## src/rtl/trap_entry_pkg.sv

```systemverilog
package trap_entry_pkg;

  localparam int TT_W     = 9;
  localparam int PS_W     = 12;
  localparam int TSTATE_W = 43;
  localparam int GL_W     = 3;

  // processor-state bit positions
  localparam int PS_AG   = 0;
  localparam int PS_PRIV = 2;
  localparam int PS_PEF  = 4;
  localparam int PS_RED  = 5;
  localparam int PS_MG   = 10;
  localparam int PS_IG   = 11;

  localparam logic [PS_W-1:0] PS_SAVE_MASK = 12'hF3F;

  // trap type codes the unit decodes
  localparam logic [TT_W-1:0] TT_INT_VEC    = 9'h060;
  localparam logic [TT_W-1:0] TT_IACC_FLT   = 9'h008;
  localparam logic [TT_W-1:0] TT_DACC_FLT   = 9'h030;
  localparam logic [TT_W-1:0] TT_MMU_LO     = 9'h064;
  localparam logic [TT_W-1:0] TT_MMU_HI     = 9'h06F;
  localparam logic [TT_W-1:0] TT_CLEAN_WIN  = 9'h024;
  localparam logic [TT_W-1:0] TT_GROUP_MASK = 9'h1C0;
  localparam logic [TT_W-1:0] TT_SPILL_GRP  = 9'h080;
  localparam logic [TT_W-1:0] TT_FILL_GRP   = 9'h0C0;

  typedef enum logic [1:0] {GSEL_ALT, GSEL_MMU, GSEL_INT} gsel_e;
  typedef enum logic [1:0] {WADJ_NONE, WADJ_CLEAN, WADJ_SPILL, WADJ_FILL} wadj_e;

endpackage

```

## src/rtl/trap_level_ctl.sv

```systemverilog
module trap_level_ctl #(
  parameter int MAX_TL = 6,
  parameter int LW     = $clog2(MAX_TL + 1)
) (
  input  logic          clk,
  input  logic          rst,
  input  logic          trap_valid,
  output logic [LW-1:0] tl_q,
  output logic [LW-1:0] tl_next,
  output logic          accept,
  output logic          enter_red,
  output logic          err_q
);
  localparam logic [LW-1:0] TL_MAX    = LW'(MAX_TL);
  localparam logic [LW-1:0] TL_PENULT = LW'(MAX_TL - 1);

  always_comb begin
    accept    = trap_valid && (tl_q < TL_MAX);
    enter_red = accept && (tl_q == TL_PENULT);
    tl_next   = tl_q + LW'(1);
  end

  always_ff @(posedge clk) begin
    if (rst) begin
      tl_q  <= '0;
      err_q <= 1'b0;
    end else begin
      if (accept) tl_q <= tl_next;
      if (trap_valid && !accept) err_q <= 1'b1;
    end
  end

  // an accepted trap raises the level by exactly one
  a_r2_level_step: assert property (@(posedge clk) disable iff (rst)
    (trap_valid && tl_q < TL_MAX) |=> (tl_q == $past(tl_q) + LW'(1)));

  // a trap at the ceiling freezes the level and raises the error flag
  a_r4_ceiling_reject: assert property (@(posedge clk) disable iff (rst)
    (trap_valid && tl_q >= TL_MAX) |=> (err_q && tl_q == $past(tl_q)));

  // the error flag never drops outside reset
  a_r4_error_sticky: assert property (@(posedge clk) disable iff (rst)
    err_q |=> err_q);

endmodule

```

## src/rtl/trap_pstate_sel.sv

```systemverilog
module trap_pstate_sel
  import trap_entry_pkg::*;
(
  input  logic [TT_W-1:0] tt,
  input  logic [PS_W-1:0] pstate_in,
  input  logic            enter_red,
  output logic [PS_W-1:0] pstate_next,
  output logic [PS_W-1:0] pstate_saved
);
  gsel_e           gsel;
  logic [PS_W-1:0] with_red;

  always_comb begin
    if (tt == TT_INT_VEC)
      gsel = GSEL_INT;
    else if (tt == TT_IACC_FLT || tt == TT_DACC_FLT ||
             (tt >= TT_MMU_LO && tt <= TT_MMU_HI))
      gsel = GSEL_MMU;
    else
      gsel = GSEL_ALT;

    with_red = pstate_in;
    if (enter_red) with_red[PS_RED] = 1'b1;

    pstate_saved = with_red & PS_SAVE_MASK;

    pstate_next          = with_red;
    pstate_next[PS_AG]   = (gsel == GSEL_ALT);
    pstate_next[PS_MG]   = (gsel == GSEL_MMU);
    pstate_next[PS_IG]   = (gsel == GSEL_INT);
    pstate_next[PS_PEF]  = 1'b1;
    pstate_next[PS_PRIV] = 1'b1;
  end

endmodule

```

## src/rtl/trap_cwp_adj.sv

```systemverilog
module trap_cwp_adj
  import trap_entry_pkg::*;
#(
  parameter int NWIN = 8,
  parameter int CW   = $clog2(NWIN)
) (
  input  logic [TT_W-1:0] tt,
  input  logic [CW-1:0]   cwp_in,
  input  logic [CW-1:0]   cansave_in,
  output logic [CW-1:0]   cwp_next
);
  wadj_e       kind;
  int unsigned sum;

  always_comb begin
    if (tt == TT_CLEAN_WIN)
      kind = WADJ_CLEAN;
    else if ((tt & TT_GROUP_MASK) == TT_SPILL_GRP)
      kind = WADJ_SPILL;
    else if ((tt & TT_GROUP_MASK) == TT_FILL_GRP)
      kind = WADJ_FILL;
    else
      kind = WADJ_NONE;

    // offsets of whole NWIN multiples keep the sum non-negative
    case (kind)
      WADJ_CLEAN: sum = int'(cwp_in) + NWIN - 1;
      WADJ_SPILL: sum = int'(cwp_in) + 2 * NWIN - int'(cansave_in) - 2;
      WADJ_FILL:  sum = int'(cwp_in) + 1;
      default:    sum = int'(cwp_in);
    endcase
    cwp_next = CW'(sum % NWIN);
  end

endmodule

```

## src/rtl/trap_stack_ram.sv

```systemverilog
module trap_stack_ram #(
  parameter int AW = 3,
  parameter int DW = 180
) (
  input  logic          clk,
  input  logic          we,
  input  logic [AW-1:0] waddr,
  input  logic [DW-1:0] wdata,
  input  logic [AW-1:0] raddr,
  output logic [DW-1:0] rdata
);
  localparam int DEPTH = 2 ** AW;

  logic [DW-1:0] mem [DEPTH];

  always_ff @(posedge clk) begin
    if (we) mem[waddr] <= wdata;
    rdata <= mem[raddr];
  end

endmodule

```

## src/rtl/trap_entry_unit.sv

```systemverilog
module trap_entry_unit
  import trap_entry_pkg::*;
#(
  parameter int MAX_TL = 6,
  parameter int NWIN   = 8,
  parameter int VA_W   = 64,
  parameter bit GL_EN  = 1'b1,
  parameter int LW     = $clog2(MAX_TL + 1),
  parameter int CW     = $clog2(NWIN)
) (
  input  logic                clk,
  input  logic                rst,
  input  logic                trap_valid,
  input  logic [TT_W-1:0]     trap_type,
  input  logic [7:0]          ccr_in,
  input  logic [7:0]          asi_in,
  input  logic [PS_W-1:0]     pstate_in,
  input  logic [CW-1:0]       cwp_in,
  input  logic [CW-1:0]       cansave_in,
  input  logic [GL_W-1:0]     gl_in,
  input  logic [VA_W-1:0]     pc_in,
  input  logic [VA_W-1:0]     npc_in,
  input  logic [VA_W-1:0]     tba_in,
  input  logic [LW-1:0]       rd_level,
  output logic [LW-1:0]       tl_out,
  output logic [PS_W-1:0]     pstate_out,
  output logic [CW-1:0]       cwp_out,
  output logic [GL_W-1:0]     gl_out,
  output logic [VA_W-1:0]     pc_out,
  output logic [VA_W-1:0]     npc_out,
  output logic                trap_taken,
  output logic                error_state,
  output logic [TSTATE_W-1:0] rd_tstate,
  output logic [VA_W-1:0]     rd_tpc,
  output logic [VA_W-1:0]     rd_tnpc,
  output logic [TT_W-1:0]     rd_tt
);
  localparam int ENTRY_W = TT_W + 2 * VA_W + TSTATE_W;
  localparam logic [VA_W-1:0] BASE_CLR = VA_W'(32'h7FFF);
  localparam logic [VA_W-1:0] TL_OFS   = VA_W'(32'h4000);

  logic [LW-1:0]       tl_next;
  logic                accept, enter_red;
  logic [PS_W-1:0]     pstate_next, pstate_saved;
  logic [CW-1:0]       cwp_next;
  logic [TSTATE_W-1:0] tstate_word;
  logic [VA_W-1:0]     pc_next;
  logic [ENTRY_W-1:0]  wr_entry, rd_entry;

  trap_level_ctl #(.MAX_TL(MAX_TL), .LW(LW)) u_level (
    .clk(clk), .rst(rst), .trap_valid(trap_valid),
    .tl_q(tl_out), .tl_next(tl_next), .accept(accept),
    .enter_red(enter_red), .err_q(error_state)
  );

  trap_pstate_sel u_pstate (
    .tt(trap_type), .pstate_in(pstate_in), .enter_red(enter_red),
    .pstate_next(pstate_next), .pstate_saved(pstate_saved)
  );

  trap_cwp_adj #(.NWIN(NWIN), .CW(CW)) u_cwp (
    .tt(trap_type), .cwp_in(cwp_in), .cansave_in(cansave_in),
    .cwp_next(cwp_next)
  );

  always_comb begin
    tstate_word        = '0;
    tstate_word[39:32] = ccr_in;
    tstate_word[31:24] = asi_in;
    tstate_word[19:8]  = pstate_saved;
    tstate_word[CW-1:0] = cwp_in;
    if (GL_EN) tstate_word[42:40] = gl_in;

    pc_next = (tba_in & ~BASE_CLR)
            | ((tl_next > LW'(1)) ? TL_OFS : '0)
            | (VA_W'(trap_type) << 5);

    wr_entry = {trap_type, npc_in, pc_in, tstate_word};
  end

  trap_stack_ram #(.AW(LW), .DW(ENTRY_W)) u_stack (
    .clk(clk), .we(accept), .waddr(tl_next), .wdata(wr_entry),
    .raddr(rd_level), .rdata(rd_entry)
  );

  assign {rd_tt, rd_tnpc, rd_tpc, rd_tstate} = rd_entry;

  always_ff @(posedge clk) begin
    if (rst) begin
      pstate_out <= '0;
      cwp_out    <= '0;
      gl_out     <= '0;
      pc_out     <= '0;
      npc_out    <= '0;
      trap_taken <= 1'b0;
    end else begin
      trap_taken <= accept;
      if (accept) begin
        pstate_out <= pstate_next;
        cwp_out    <= cwp_next;
        gl_out     <= GL_EN ? gl_in + GL_W'(1) : gl_in;
        pc_out     <= pc_next;
        npc_out    <= pc_next + VA_W'(4);
      end
    end
  end

  // exactly one globals select, privileged and FPU enabled
  a_r10_pstate_class: assert property (@(posedge clk) disable iff (rst)
    trap_taken |-> (pstate_out[PS_PRIV] && pstate_out[PS_PEF] &&
      $countones({pstate_out[PS_IG], pstate_out[PS_MG], pstate_out[PS_AG]}) == 1));

  // reaching the ceiling level always carries RED
  a_r3_red_at_ceiling: assert property (@(posedge clk) disable iff (rst)
    (trap_taken && tl_out == LW'(MAX_TL)) |-> pstate_out[PS_RED]);

  // vector offset bit follows the level, low bits stay clear
  a_r13_vector_shape: assert property (@(posedge clk) disable iff (rst)
    trap_taken |-> (pc_out[14] == (tl_out > LW'(1)) && pc_out[4:0] == 5'd0));

  // window pointer stays inside the window file
  a_r12_cwp_range: assert property (@(posedge clk) disable iff (rst)
    trap_taken |-> (int'(cwp_out) < NWIN));

  // a rejected trap leaves the vector untouched
  a_r4_hold_vector: assert property (@(posedge clk) disable iff (rst)
    (trap_valid && !accept) |=> (!trap_taken && $stable(pc_out) && $stable(pstate_out)));

endmodule

```

## config.mk

```make
export PLATFORM = sky130hd
export DESIGN_NAME = trap_entry_unit
export DESIGN_NICKNAME = d
export VERILOG_FILES = /design/src/rtl/trap_entry_pkg.sv /design/src/rtl/trap_level_ctl.sv /design/src/rtl/trap_pstate_sel.sv /design/src/rtl/trap_cwp_adj.sv /design/src/rtl/trap_stack_ram.sv /design/src/rtl/trap_entry_unit.sv
export SDC_FILE = /design/constraint.sdc
export NUM_CORES = 1
export LEC_CHECK = 0
export ABC_AREA = 1
export BUFFER_PORTS_ARGS = -buffer_cell sky130_fd_sc_hd__buf_2
export CORE_UTILIZATION = 60
export CTS_BUF_LIST = sky130_fd_sc_hd__clkbuf_4
export DETAILED_ROUTE_END_ITERATION = 16
export PLACE_DENSITY = 0.77
export SKIP_LAST_GASP = 1
export SYNTH_ARGS = -nofsm -noshare
export SYNTH_HDL_FRONTEND = slang
export SYNTH_SLANG_ARGS = --single-unit
```

## constraint.sdc

```tcl
create_clock -name clk -period 11.95 [get_ports clk]
set_clock_uncertainty 0.05 [all_clocks]
set_input_delay 1.7925 -clock clk [delete_from_list [all_inputs] [get_ports clk]]
set_output_delay 1.7925 -clock clk [all_outputs]
set_load 0.01 [all_outputs]
```

==> flow_summary.json, run 1 <==
{
  "status": "finished clean",
  "cp_data_required_time_ns": 12.63,
  "crit_arrival_ns": 5.91,
  "grt_max_degree": 382,
  "post-dp-hpwl_um": 67810,
  "ys_seq_elements": 1602,
  "wirelength_um": 133600,
  "fmax_ghz": 0.1913,
  "power_leakage_uw": 0.02491,
  "antenna_found_initial": 33,
  "fin_nets": 5378,
  "dieWidth_um": 317.0,
  "postSynthCellCount": 4500,
  "cp_slowest_stage_delay_ns": 0.91,
  "power_density_nw_per_um2": 171.6,
  "post-route-period-util": 0.4375,
  "async_reset_ff_frac": 0,
  "internal-power_uw": 8846,
  "fin_area_um2": 67370,
  "synth_warnings": 0,
  "synth_common_cells": "edfxtp_1, nor2_1, nand2_1",
  "fillers": 6697,
  "drc": 0,
  "htreeDepth": 5,
  "post_cts_buffers": 0,
  "drt_first_pass_iters": 8,
  "synth_cell_types": 28,
  "grt.overflow.total": 0,
  "core_area_um2": 98280,
  "cpMaxStageDelayCell": "buf_4",
  "dieArea_um2": 100500,
  "rsz0062_at_grt": "no",
  "hold_violations": 0,
  "place_area_um2": 62390,
  "place.port_buffers": 539,
  "cts.sink_count": 1602,
  "synth.avg_cell_area_um2": 13.23,
  "ant_nets": 0,
  "rows": 115,
  "whs_ns": 0.4199,
  "cts_buffer_depth": 4,
  "setup_tns_ns": 0,
  "total_power_uw": 11560,
  "drt_iter0_markers": 3519,
  "power_frac_comb": 0.071,
  "drv_cap": 0,
  "drive_above_1_share": 0.2215,
  "p_sw_uw": 2718,
  "seqPwrFrac": 0.553,
  "numCtsBuffers": 392,
  "synth_top_area_share": 0.6821,
  "synthesis.area_um2": 59520,
  "area_growth_pct": 13.18,
  "ir_worst_vdd_v": 0.0001058,
  "clkPwrFrac": 0.376,
  "fin_ws_ns": 6.722,
  "min_period_ns": 5.228,
  "io_pins": 575,
  "yosys.area.top_type": "edfxtp_1",
  "path_class": "primary input to flip-flop",
  "grt.total_usage": 0.2610,
  "cts.repair.resized": 0,
  "preCtsSetupSlack_ns": 5.613,
  "clk_pin_slew_ns": 0.07,
  "cp_common_cell": "buf_4",
  "drv_slew": 0,
  "ys.flop_type": "edfxtp_1",
  "end_kind": "flip-flop",
  "ys_seq_area_frac": 0.7662,
  "gp_congestion": 0.8962,
  "worst-path-max-fanout": 76,
  "ctsHoldBuffers": 0,
  "worst_slew_pin_slew_ns": 1.250,
  "crit_chain": "buf_2, inv_1, nor2_4, buf_4, nand2_1, nor2_4, buf_4, buf_4",
  "wire_per_inst_um": 19.81,
  "cts_tree": "yes",
  "grt_pass1_vias": 36960,
  "clock_latency_ns": 1.22,
  "cts.root.buffer_cell": "clkbuf_4",
  "hp-class": "flip-flop to flip-flop",
  "yosysMostFrequentCell": "edfxtp_1",
  "p_sw_frac": 0.2350,
  "maxSlewHeadroom": 0.1665,
  "vias_per_cell": 5.642,
  "die_h_um": 317.0,
  "grt_pass1_wl_um": 200300,
  "start_kind": "primary input",
  "initial_core_util": 0.6057,
  "setup_violations": 0,
  "num_vias": 38040,
  "synth_area_leaders": "edfxtp_1, dfxtp_1, nor2_1",
  "synth-edff-count": 1352
}
## final cells by class
type / instances / area, um^2 / area share
diodes: 25 / 62.56 / 0.0009286
multi-input cells: 2519 / 11900 / 0.1766
repair buffers: 579 / 3124 / 0.04638
inverters: 31 / 147.6 / 0.002192
clock inverters: 115 / 528.0 / 0.007838
well taps: 1287 / 1610 / 0.02390
flip-flops and latches: 1602 / 45600 / 0.6769
clock buffers: 585 / 4392 / 0.06519
## worst max-delay path, delay by kind of cell
| kind | cells | cell delay (ns) |
|---|---|---|
| and+or+nand+nor | 3 | 1.59 |
| buffers and inverters | 5 | 2.39 |
## final timing paths
kind         cells after the start  slack [ns]            endpoint       startpoint
max                              8        6.72  u_stack.mem[3][67]       trap_valid
min                              2        0.42      pstate_out[10]   pstate_out[10]
min reg2reg                      2        0.42      pstate_out[10]   pstate_out[10]
max reg2reg                      8        7.02  u_stack.mem[3][67]  u_level.tl_q[2]
## cells in the final DEF (no fill, tap or decap), types with 32 or more instances in the layout
cell type | netlist | layout
clkinv_1 | 0 | 91
clkbuf_4 | 0 | 585
buf_2 | 75 | 536
edfxtp_1 | 1352 | 1352
o21ai_0 | 415 | 415
buf_4 | 111 | 32
nor2_1 | 1157 | 1148
dfxtp_1 | 250 | 250
o32ai_1 | 338 | 338
nand2_1 | 537 | 537
## metrics by stage
step | utilization | std cells
floorplan | - | 4519
global placement | 0.6348 | 6018
detailed placement | 0.6348 | 6018
CTS | 0.6849 | 6718
global route | 0.6853 | 6735
finish | 0.6855 | 6743
## power groups by stage
| stage | clock network [uW] | registers [uW] | logic, uW |
|---|---|---|---|
| 5_1_grt | 4730 | 6410 | 905 |
| 3_3_place_gp | 0 | 6510 | 802 |
| 2_1_floorplan | 0 | 6590 | 453 |
| 6_report | 4340 | 6400 | 822 |
| 4_1_cts | 4440 | 6400 | 826 |
| 3_5_place_dp | 0 | 6520 | 821 |
## logic make-up after synthesis
| group | Yosys count | share of synthesized area |
|---|---|---|
| AND/OR/NAND/NOR | 1710 | 0.1083 |
| flip-flops | 1602 | 0.7662 |
| other | 1 | 0.00006300 |
| adder cells (fa/ha/maj) | 9 | 0.001892 |
| XOR/XNOR | 5 | 0.0007357 |
| buffers and inverters | 398 | 0.03622 |
| AO/OA/AOI/OAI | 775 | 0.08663 |
## metal layers
metal / up-vias / GRT usage / part of all wire
met3: 288 / 0.05941 / 0.075
li1: 17670 / - / -
met2: 1580 / 0.4424 / 0.51
met5: - / 0 / 0.00056
met1: 18490 / 0.3203 / 0.39
met4: 12 / 0.1186 / 0.031
## flip-flops by register name, summed over array words and instances, names as in the netlist
name,count
cwp_out,3
u_level.tl_q,3
npc_out,1
trap_taken,1
pstate_out,11
pc_out,58
u_stack.rdata,169
gl_out,3
u_stack.mem,1352
u_level.err_q,1
Note: power is estimated with default switching activity, not from simulation.
==> run 2, diff against run 1 <==
==> constraint.sdc (replaced) <==
create_clock -name clk -period 5.45 [get_ports clk]
set_clock_uncertainty 0.05 [all_clocks]
set_input_delay 0.8175 -clock clk [delete_from_list [all_inputs] [get_ports clk]]
set_output_delay 0.8175 -clock clk [all_outputs]
set_load 0.01 [all_outputs]
==> flow_summary.json, run 2 (synthesized netlist as in run 1, its figures left out) <==
{
  "path_class": "flip-flop to flip-flop",
  "met2_usage": 0.4561,
  "area_growth_pct": 17.75,
  "fin_nets": 5611,
  "crit_end": "u_stack.mem[5][47]",
  "grt_pass1_wl_um": 210200,
  "top_usage_layer": "met2",
  "setup_tns_ns": 0,
  "fmax_ghz": 0.3123,
  "clock_latency_ns": 1.16,
  "ant_nets": 0,
  "post-dp-hpwl_um": 69390,
  "rows": 115,
  "dieWidth_um": 317.0,
  "grt.total_usage": 0.2735,
  "drt_first_pass_iters": 6,
  "wire_per_inst_um": 20.02,
  "post_cts_buffers": 0,
  "ir_worst_vdd_v": 0.0002680,
  "num_vias": 39510,
  "io_pins": 575,
  "min_period_ns": 3.202,
  "antenna_found_initial": 7,
  "final_cells": 6965,
  "clk_pin_slew_ns": 0.06,
  "grt_pass1_vias": 39400,
  "cts.sink_count": 1602,
  "numCtsBuffers": 391,
  "grtUsageMet3": 0.05869,
  "hp-start": "rd_level[0]",
  "htreeDepth": 5,
  "power_density_nw_per_um2": 370.4,
  "end_kind": "flip-flop",
  "drv_slew": 0,
  "rr_startpoint": "u_level.tl_q[2]",
  "ff2ff_path_depth": 6,
  "cp-startpoint": "u_level.tl_q[2]",
  "dp_cells": 6026,
  "cts_buffer_depth": 4,
  "cts.root.buffer_cell": "clkbuf_4",
  "grt.overflow.total": 0,
  "drv_cap": 0,
  "wirelength_um": 139500,
  "maxSlewHeadroom": 0.1584,
  "drive_above_1_share": 0.2187,
  "grt_max_degree": 232,
  "dieArea_um2": 100500,
  "largest_register": "u_stack.mem",
  "use_met1": 0.3392,
  "worst_slew_pin_slew_ns": 1.262,
  "place_area_um2": 62670,
  "r2r_setup_slack_ns": 2.25,
  "power_leakage_uw": 0.02610,
  "layout_common_cells": "edfxtp_1, nor2_1, clkbuf_4",
  "hp-class": "primary input to flip-flop",
  "setup_violations": 0,
  "die_h_um": 317.0,
  "r2r_end": "u_stack.mem[5][47]",
  "drc": 0,
  "reg.largest.list": "u_stack.mem: 1352 flops, u_stack.rdata: 169 flops, pc_out: 58 flops",
  "core_area_um2": 98280,
  "final_common_cell": "edfxtp_1",
  "gp_congestion": 0.9035,
  "worst-path-max-fanout": 30,
  "largest_register_ffs": 1352,
  "crit_arrival_ns": 3.93,
  "hold_violations": 0,
  "place.port_buffers": 539,
  "status": "finished clean",
  "vias_per_cell": 5.673,
  "fin_area_um2": 70090,
  "rsz0062_at_grt": "no",
  "cts_tree": "yes",
  "initial_core_util": 0.6057,
  "start_kind": "flip-flop",
  "drt_iter0_markers": 3644,
  "cp_data_required_time_ns": 6.18,
  "post-route-period-util": 0.5876
}
==> run 2: cell count changes in the layout (fill, tap and decap cells not counted), sizes merged <==
cell,change
buf,+8
clkbuf,+29
clkinvlp,-1
diode,-16
clkinv,-29
dlygate4sd3,+226
bufinv,+4
inv,+1
==> run 2: area by class of cell <==
cell class                 count  area, um^2
antenna                        9       22.52
clock buffer                 614        4609
clock inverter                90       520.5
fill                        6229       28190
inverter                      31       147.6
multi-input combinational   2519       11900
sequential                  1602       45600
tap                         1287        1610
timing repair buffer         813        5672
==> run 2: how the worst min path moves through the flow <==
stage | end | depth (start not counted)
after floorplan | cwp_out[1] | 2
after global placement | u_level.err_q | 1
after detailed placement | u_level.err_q | 1
after CTS | u_stack.rdata[76] | 5
after global routing | u_stack.rdata[76] | 5
final | u_stack.rdata[76] | 5
==> run 2: per-stage QoR <==
step	hold slack [ns]	util	setup slack [ns]	total power, uW
finish	0.2086	0.7132	2.248	25960
CTS	0.05012	0.7129	2.216	26100
detailed placement	0.4072	0.6377	1.743	16120
floorplan	0.4321	-	-0.9877	15390
global route	0.1456	0.7131	2.058	27000
global placement	0.3976	0.6377	1.747	16060
==> run 2: repair_timing <==
action,4_1_cts,5_1_grt
gates resized for setup,0,0
hold buffers,226,0
hold endpoints to repair,1429,0
==> run 2: routing by layer <==
layer	share of wire	wire length, um
met5	0.000093	13
met4	0.040	5621
met3	0.078	10830
met2	0.50	69610
met1	0.38	53400
==> run 2: power by group <==
part           internal (uW)  switching (uW)
registers              13900             176
clock network           5390            4550
logic                    654            1330
total                  19900            6060
==> run 2: critical path, stage by stage (launching register included) <==
cell and delay, ns:
dfxtp_1 0.36, nand2_1 0.11, inv_1 0.07, nor2_4 0.45, nand2_1 0.38, nor2_4 0.95
buf_4 0.47
